==> src/rtl/crc_ctrl_pkg.sv <==
package crc_ctrl_pkg;
  localparam int REG_W  = 32;
  localparam int ADDR_W = 4;

  typedef enum logic [3:0] {
    OP_NONE   = 4'd0,
    OP_COPY   = 4'd1,
    OP_FILL   = 4'd2,
    OP_CALC   = 4'd3,
    OP_VERIFY = 4'd4
  } op_e;

  localparam logic [ADDR_W-1:0] A_CTRL    = 4'd0;
  localparam logic [ADDR_W-1:0] A_COUNT   = 4'd1;
  localparam logic [ADDR_W-1:0] A_RELOAD  = 4'd2;
  localparam logic [ADDR_W-1:0] A_VALUE   = 4'd3;
  localparam logic [ADDR_W-1:0] A_POLY    = 4'd4;
  localparam logic [ADDR_W-1:0] A_FIFO    = 4'd5;
  localparam logic [ADDR_W-1:0] A_IEN     = 4'd6;
  localparam logic [ADDR_W-1:0] A_IEN_SET = 4'd7;
  localparam logic [ADDR_W-1:0] A_IEN_CLR = 4'd8;
  localparam logic [ADDR_W-1:0] A_STATUS  = 4'd9;
  localparam logic [ADDR_W-1:0] A_CAPTURE = 4'd10;
  localparam logic [ADDR_W-1:0] A_RESULT  = 4'd11;
  localparam logic [ADDR_W-1:0] A_CURRENT = 4'd12;

  localparam int C_EN        = 0;
  localparam int C_OP_LO     = 4;
  localparam int C_SEED0     = 8;
  localparam int C_SEED1     = 9;
  localparam int C_OBR_STALL = 12;
  localparam int C_IRR_STALL = 13;

  localparam int S_CMPERR = 1;
  localparam int S_CNTEXP = 4;
  localparam int S_IBR    = 16;
  localparam int S_OBR    = 17;
  localparam int S_IRR    = 18;
  localparam int S_LVL_LO = 20;
endpackage

==> src/rtl/crc_in_fifo.sv <==
module crc_in_fifo #(
  parameter int DW    = 32,
  parameter int DEPTH = 4
) (
  input  logic                           clk_i,
  input  logic                           rst_ni,
  input  logic                           push_i,
  input  logic [DW-1:0]                  data_i,
  input  logic                           pop_i,
  output logic [DW-1:0]                  data_o,
  output logic [$clog2(DEPTH+1)-1:0]     level_o,
  output logic                           full_o,
  output logic                           empty_o
);
  localparam int PW = (DEPTH > 1) ? $clog2(DEPTH) : 1;
  localparam int LW = $clog2(DEPTH+1);

  logic [DW-1:0] mem_q [DEPTH];
  logic [PW-1:0] wr_ptr_q, rd_ptr_q;
  logic [LW-1:0] lvl_q;
  logic          do_push, do_pop;

  assign full_o  = (lvl_q == LW'(DEPTH));
  assign empty_o = (lvl_q == '0);
  assign do_push = push_i && !full_o;
  assign do_pop  = pop_i && !empty_o;
  assign data_o  = mem_q[rd_ptr_q];
  assign level_o = lvl_q;

  function automatic logic [PW-1:0] nxt(input logic [PW-1:0] p);
    return (p == PW'(DEPTH-1)) ? '0 : p + PW'(1);
  endfunction

  always_ff @(posedge clk_i) begin
    if (do_push) mem_q[wr_ptr_q] <= data_i;
  end

  always_ff @(posedge clk_i or negedge rst_ni) begin
    if (!rst_ni) begin
      wr_ptr_q <= '0;
      rd_ptr_q <= '0;
      lvl_q    <= '0;
    end else begin
      if (do_push) wr_ptr_q <= nxt(wr_ptr_q);
      if (do_pop)  rd_ptr_q <= nxt(rd_ptr_q);
      case ({do_push, do_pop})
        2'b10:   lvl_q <= lvl_q + LW'(1);
        2'b01:   lvl_q <= lvl_q - LW'(1);
        default: lvl_q <= lvl_q;
      endcase
    end
  end
endmodule

==> src/rtl/crc_word_step.sv <==
module crc_word_step #(
  parameter int DW = 32
) (
  input  logic [DW-1:0] crc_i,
  input  logic [DW-1:0] poly_i,
  input  logic [DW-1:0] data_i,
  output logic [DW-1:0] crc_o
);
  always_comb begin
    logic [DW-1:0] c;
    c = crc_i;
    for (int b = DW-1; b >= 0; b--) begin
      if (c[DW-1] ^ data_i[b]) c = {c[DW-2:0], 1'b0} ^ poly_i;
      else                     c = {c[DW-2:0], 1'b0};
    end
    crc_o = c;
  end
endmodule

==> src/rtl/crc_chk_ctrl.sv <==
module crc_chk_ctrl
  import crc_ctrl_pkg::*;
#(
  parameter int FIFO_DEPTH = 4,
  parameter int CNT_W      = 16
) (
  input  logic              clk_i,
  input  logic              rst_ni,
  input  logic              wr_i,
  input  logic [ADDR_W-1:0] addr_i,
  input  logic [REG_W-1:0]  wdata_i,
  output logic [REG_W-1:0]  rdata_o,
  output logic              out_valid_o,
  output logic [REG_W-1:0]  out_data_o,
  input  logic              out_ready_i,
  output logic              irq_o
);
  localparam int LVL_W = $clog2(FIFO_DEPTH+1);
  localparam logic [REG_W-1:0] IEN_MASK = (REG_W'(1) << S_CMPERR) | (REG_W'(1) << S_CNTEXP);

  logic [REG_W-1:0] ctrl_q, val_q, poly_q, ien_q, crc_q, result_q, out_data_q, sts;
  logic [CNT_W-1:0] cnt_q, reload_q, cap_q;
  logic             cmp_err_q, cnt_exp_q, obr_q, irr_q, vfail_q;

  logic             ctrl_wr, sts_wr, start;
  op_e              op;
  logic             mode_ok, uses_fifo, uses_crc, emits, active, hold, step, last;
  logic             crc_upd, emit, crc_fail, vrf_fail;
  logic [REG_W-1:0] fifo_rd, crc_nxt;
  logic [LVL_W-1:0] fifo_lvl;
  logic             fifo_full, fifo_empty;

  assign ctrl_wr = wr_i && (addr_i == A_CTRL);
  assign sts_wr  = wr_i && (addr_i == A_STATUS);
  assign start   = ctrl_wr && wdata_i[C_EN];

  assign op        = op_e'(ctrl_q[C_OP_LO +: 4]);
  assign mode_ok   = (op == OP_COPY) || (op == OP_FILL) || (op == OP_CALC) || (op == OP_VERIFY);
  assign uses_fifo = (op != OP_FILL);
  assign uses_crc  = (op == OP_COPY) || (op == OP_CALC);
  assign emits     = (op == OP_COPY) || (op == OP_FILL);

  assign active = ctrl_q[C_EN] && mode_ok && (cnt_q != '0) && !start;
  assign hold   = (ctrl_q[C_OBR_STALL] && obr_q) || (ctrl_q[C_IRR_STALL] && irr_q);
  assign step   = active && !hold && (!uses_fifo || !fifo_empty);
  assign last   = (cnt_q == CNT_W'(1));

  assign crc_upd  = step && uses_crc;
  assign emit     = step && emits;
  assign crc_fail = crc_upd && last && (crc_nxt != val_q);
  assign vrf_fail = step && (op == OP_VERIFY) && (fifo_rd != val_q);

  crc_in_fifo #(.DW(REG_W), .DEPTH(FIFO_DEPTH)) u_fifo (
    .clk_i   (clk_i),
    .rst_ni  (rst_ni),
    .push_i  (wr_i && (addr_i == A_FIFO)),
    .data_i  (wdata_i),
    .pop_i   (step && uses_fifo),
    .data_o  (fifo_rd),
    .level_o (fifo_lvl),
    .full_o  (fifo_full),
    .empty_o (fifo_empty)
  );

  crc_word_step #(.DW(REG_W)) u_step (
    .crc_i  (crc_q),
    .poly_i (poly_q),
    .data_i (fifo_rd),
    .crc_o  (crc_nxt)
  );

  // software-visible configuration
  always_ff @(posedge clk_i or negedge rst_ni) begin
    if (!rst_ni) begin
      ctrl_q   <= '0;
      reload_q <= '0;
      val_q    <= '0;
      poly_q   <= '0;
      ien_q    <= '0;
    end else if (wr_i) begin
      case (addr_i)
        A_CTRL:    ctrl_q   <= wdata_i;
        A_RELOAD:  reload_q <= wdata_i[CNT_W-1:0];
        A_VALUE:   val_q    <= wdata_i;
        A_POLY:    poly_q   <= wdata_i;
        A_IEN:     ien_q    <= wdata_i & IEN_MASK;
        A_IEN_SET: ien_q    <= ien_q | (wdata_i & IEN_MASK);
        A_IEN_CLR: ien_q    <= ien_q & ~wdata_i;
        default:   ;
      endcase
    end
  end

  // sequencer state and flags; a set in the same cycle wins over a clear
  always_ff @(posedge clk_i or negedge rst_ni) begin
    if (!rst_ni) begin
      cnt_q      <= '0;
      crc_q      <= '0;
      result_q   <= '0;
      cap_q      <= '0;
      vfail_q    <= 1'b0;
      cmp_err_q  <= 1'b0;
      cnt_exp_q  <= 1'b0;
      irr_q      <= 1'b0;
      obr_q      <= 1'b0;
      out_data_q <= '0;
    end else begin
      if (start) begin
        cnt_q   <= reload_q;
        vfail_q <= 1'b0;
        if (wdata_i[C_SEED0])      crc_q <= '0;
        else if (wdata_i[C_SEED1]) crc_q <= '1;
      end else begin
        if (step)     cnt_q   <= cnt_q - CNT_W'(1);
        if (crc_upd)  crc_q   <= crc_nxt;
        if (vrf_fail) vfail_q <= 1'b1;
      end
      if (crc_upd && last)      result_q <= crc_nxt;
      if (vrf_fail && !vfail_q) cap_q    <= cnt_q;

      if (crc_fail || (vrf_fail && !vfail_q)) cmp_err_q <= 1'b1;
      else if (sts_wr && wdata_i[S_CMPERR])   cmp_err_q <= 1'b0;
      if (step && last)                       cnt_exp_q <= 1'b1;
      else if (sts_wr && wdata_i[S_CNTEXP])   cnt_exp_q <= 1'b0;
      if (crc_upd)                            irr_q     <= 1'b1;
      else if (sts_wr && wdata_i[S_IRR])      irr_q     <= 1'b0;

      if (emit) begin
        obr_q      <= 1'b1;
        out_data_q <= (op == OP_FILL) ? val_q : fifo_rd;
      end else if (out_ready_i) begin
        obr_q <= 1'b0;
      end
    end
  end

  always_comb begin
    sts                      = '0;
    sts[S_CMPERR]            = cmp_err_q;
    sts[S_CNTEXP]            = cnt_exp_q;
    sts[S_IBR]               = !fifo_full;
    sts[S_OBR]               = obr_q;
    sts[S_IRR]               = irr_q;
    sts[S_LVL_LO +: LVL_W]   = fifo_lvl;
  end

  always_comb begin
    case (addr_i)
      A_CTRL:                      rdata_o = ctrl_q;
      A_COUNT:                     rdata_o = REG_W'(cnt_q);
      A_RELOAD:                    rdata_o = REG_W'(reload_q);
      A_VALUE:                     rdata_o = val_q;
      A_POLY:                      rdata_o = poly_q;
      A_IEN, A_IEN_SET, A_IEN_CLR: rdata_o = ien_q;
      A_STATUS:                    rdata_o = sts;
      A_CAPTURE:                   rdata_o = REG_W'(cap_q);
      A_RESULT:                    rdata_o = result_q;
      A_CURRENT:                   rdata_o = crc_q;
      default:                     rdata_o = '0;
    endcase
  end

  assign out_valid_o = obr_q;
  assign out_data_o  = out_data_q;
  assign irq_o       = |(sts & ien_q);
endmodule

==> config.mk <==
export PLATFORM = sky130hd
export DESIGN_NAME = crc_chk_ctrl
export DESIGN_NICKNAME = d
export VERILOG_FILES = /design/src/rtl/crc_ctrl_pkg.sv /design/src/rtl/crc_in_fifo.sv /design/src/rtl/crc_word_step.sv /design/src/rtl/crc_chk_ctrl.sv
export SDC_FILE = /design/constraint.sdc
export NUM_CORES = 2
export LEC_CHECK = 0
export ABC_AREA = 1
export ABC_CLOCK_PERIOD_IN_PS = 21400
export BUFFER_PORTS_ARGS = -buffer_cell sky130_fd_sc_hd__buf_2
export CAP_MARGIN = 20
export CORE_ASPECT_RATIO = 0.6
export CORE_MARGIN = 1
export CORE_UTILIZATION = 65
export DETAILED_ROUTE_END_ITERATION = 8
export PLACE_DENSITY = 0.87
export SYNTH_ARGS = -nofsm -noshare
export SYNTH_HDL_FRONTEND = slang
export SYNTH_SLANG_ARGS = --single-unit
export TNS_END_PERCENT = 1
==> constraint.sdc <==
create_clock -name clk_i -period 21.4 [get_ports clk_i]
set_input_delay 1.07 -clock clk_i [delete_from_list [all_inputs] [get_ports clk_i]]
set_output_delay 1.07 -clock clk_i [all_outputs]
set_load 0.03 [all_outputs]
==> results.txt <==
Largest area contributor in the netlist: nand2_1
Fin crit share: 0.9134
Port bufs: 105
Die ar.: 59290 um2
Sum Neg Setup Slack: 0 ns
Later-pin clock latency in the skew report: 0.57 ns
DRC marker count from the first detailed-route iteration: 6975
Synth async-reset ratio: 0.6893
GP Congestion: 1.091
Mapped Cells: 5788
Global-route usage over all layers: 0.4892
Placed Area: 37930 um2
Crit path buf inv count: 8
Post-Layout Inst Area: 39200 um2
Area Growth Syn to Fin: 3.454%
Slew HR: 0.2058
Dominant synthesized flop cell: dfrtp_1
Routed wire length: 148300 um
Top cell by count, worst path: nand2_1
Top cells by area, synth: nand2_1 23%, dfrtp_1 19%, edfxtp_1 10%, xnor2_1 8.0%, nand3_1 6.7%
Top cell type's share of synthesized area: 0.2334
Data arrival, critical path: 19.99 ns
Hold Startpoint: reload_q[2]
Drt drc: 3
Grt total ovfl: 0
Clock buffer depth: 3
Syn Area/Cell: 6.546 um2
Filler cells: 4957
Share of cells above drive strength 1: 0.07924
Max FO, Critical Path: 64
Critical R2R Launch: u_fifo.rd_ptr_q[1]
Syn. warnings: 0
Cell row count: 68
CTS tree: done
Post-synth net total: 5837
First drt pass iteration count: 9
Final hold vios: 0
#FFs+latches synth: 412
CTS root buf: clkbuf_16
Vias post-DR: 40490
Via/cell ratio: 6.288
Top-count cell post-synth: nand2_1
Critical path data required time: 21.85 ns
Critical path's slowest cell: nand2_2
Setup Skew: 0.03114 ns
Crit start category: flip-flop
Ports: 106
Crit path largest cell delay: 0.57 ns
Hpwl dp: 105800 um
Unrepaired setup endpoints after global routing: false
Sequential area share after synthesis: 0.2890
Final setup violation count: 0
Actual slew at the worst max-slew pin: 1.180 ns
Worst setup EP type: flip-flop
Initial antenna violation count: 7
Max-slew violation count: 0
First-pass GRT wire length: 219000 um
Synth cell types: 60
Min Tclk post-route: 19.55 ns
HP Class: flip-flop to flip-flop
Die Y: 189.0 um
Post-synth design cell area: 37890 um2
Critical path class: flip-flop to flip-flop
Avg WL per Cell: 23.04 um
Clk slew on worst S/H paths: 0.07 ns
DRT antenna net count: 0
Max Cap Violations: 0
Failing checks: design-rule violations
TritonCTS Sinks: 412
Max Freq: 51.16 MHz
Initial Utilization: 0.6587
H-Tree Depth: 2
Post-synth top cells: 2356 x nand2_1, 509 x nand3_1, 490 x inv_1
Die X: 313.7 um
Largest net degree at the start of global routing: 106
Core area: 57520 um2
CP delay by family, top: simple AND/OR/NAND/NOR gates
CTS Buf Count: 34
EDFF count, synth: 128
Vias in the first global route: 35540
Nets: 5689
Cts hold-fix bufs: 0
Setup crit start: u_fifo.rd_ptr_q[1]
Status: complete, but fails checks
## layout make-up
cell class	instances	area, um2	area share
well taps	770	963.4	0.02458
multi-input cells	4488	22950	0.5856
clock inverters	11	112.6	0.002873
inverters	511	1919	0.04897
diodes	3	7.507	0.0001915
clock buffers	51	1018	0.02598
flip-flops and latches	412	10960	0.2796
repair buffers	193	1262	0.03221
## per-layer routing
metal | track usage | share of wire | vias to the layer above
li1 | - | - | 18080
met1 | 0.6817 | 0.38 | 18440
met2 | 0.6471 | 0.38 | 3371
met3 | 0.2242 | 0.20 | 590
met4 | 0.1929 | 0.051 | 8
met5 | 0.01623 | 0.0010 | -
## flip-flops by register name (all words and copies together) (netlist names), 16 cells and up
signal,count
poly_q,32
reload_q,16
ien_q,32
u_fifo.mem_q,128
cnt_q,16
cap_q,16
crc_q,32
result_q,32
val_q,32
out_data_o,32
ctrl_q,32
## path summary, 6_finish.rpt
path                          endpoint  cells after the start  slack, ns
max reg2reg                  cmp_err_q                     92       1.85
min                        reload_q[2]                      2       0.49
max                          cmp_err_q                     92       1.85
min in group asynchronous  reload_q[3]                      1       0.53
min reg2reg                reload_q[2]                      2       0.49
max in group asynchronous   poly_q[28]                      3      18.65
## metrics by stage
| step | utilization | worst slack, ns | hold slack (ns) | instances |
|---|---|---|---|---|
| after CTS | 0.6791 | 1.900 | 0.4911 | 6431 |
| after global placement | 0.6595 | 2.584 | 0.4666 | 6369 |
| after floorplan | - | 12.16 | 0.4530 | 5788 |
| after global routing | 0.6813 | 0.1214 | 0.5060 | 6436 |
| final | 0.6815 | 1.853 | 0.4870 | 6439 |
| after detailed placement | 0.6595 | 1.956 | 0.4732 | 6369 |
## kinds of logic (layout without fill, tap and decap cells)
logic type	Yosys count	in the layout	synth area share
AO/OA/AOI/OAI	558	558	0.08798
buffers and inverters	888	766	0.1078
adder cells (fa/ha/maj)	9	9	0.003171
AND/OR/NAND/NOR	3321	3321	0.3695
XOR/XNOR	554	554	0.1289
multiplexers	46	46	0.01367
other	0	3	0
flip-flops	412	412	0.2890
## worst reg2reg max path: cells and delay by family (launching register included)
kind | cells | cell delay [ns]
buf+inv | 8 | 1.85
flops | 1 | 0.39
simple gates | 84 | 17.18
## timing repair
| item | in CTS | in global routing |
|---|---|---|
| buffers inserted | 0 | 0 |
| hold endpoints to repair | 0 | 0 |
| setup endpoints to repair | 0 | 18 |
| gates resized for setup | 0 | 4 |
## cells in the final DEF, fill, tap and decap left out, drive strengths merged, types with 15 or more instances in the layout
cell type  netlist  routed
nand2         2438    2438
nand3          523     523
inv            501     502
xnor2          346     346
dfrtp          284     284
o21ai          248     248
xor2           208     208
nor2           198     198
buf            190     193
edfxtp         128     128
nand4          121     121
a21oi          105     105
clkbuf         187      51
mux2            46      46
o22ai           43      43
a221oi          33      33
a22oi           33      33
o21bai          17      17
clkinv          10      17
o2111ai         16      16
a21boi          15      15
Power is left out: the tool's default activity adds up to more than one toggle a clock period on the data nets, which glitch-free logic cannot reach.
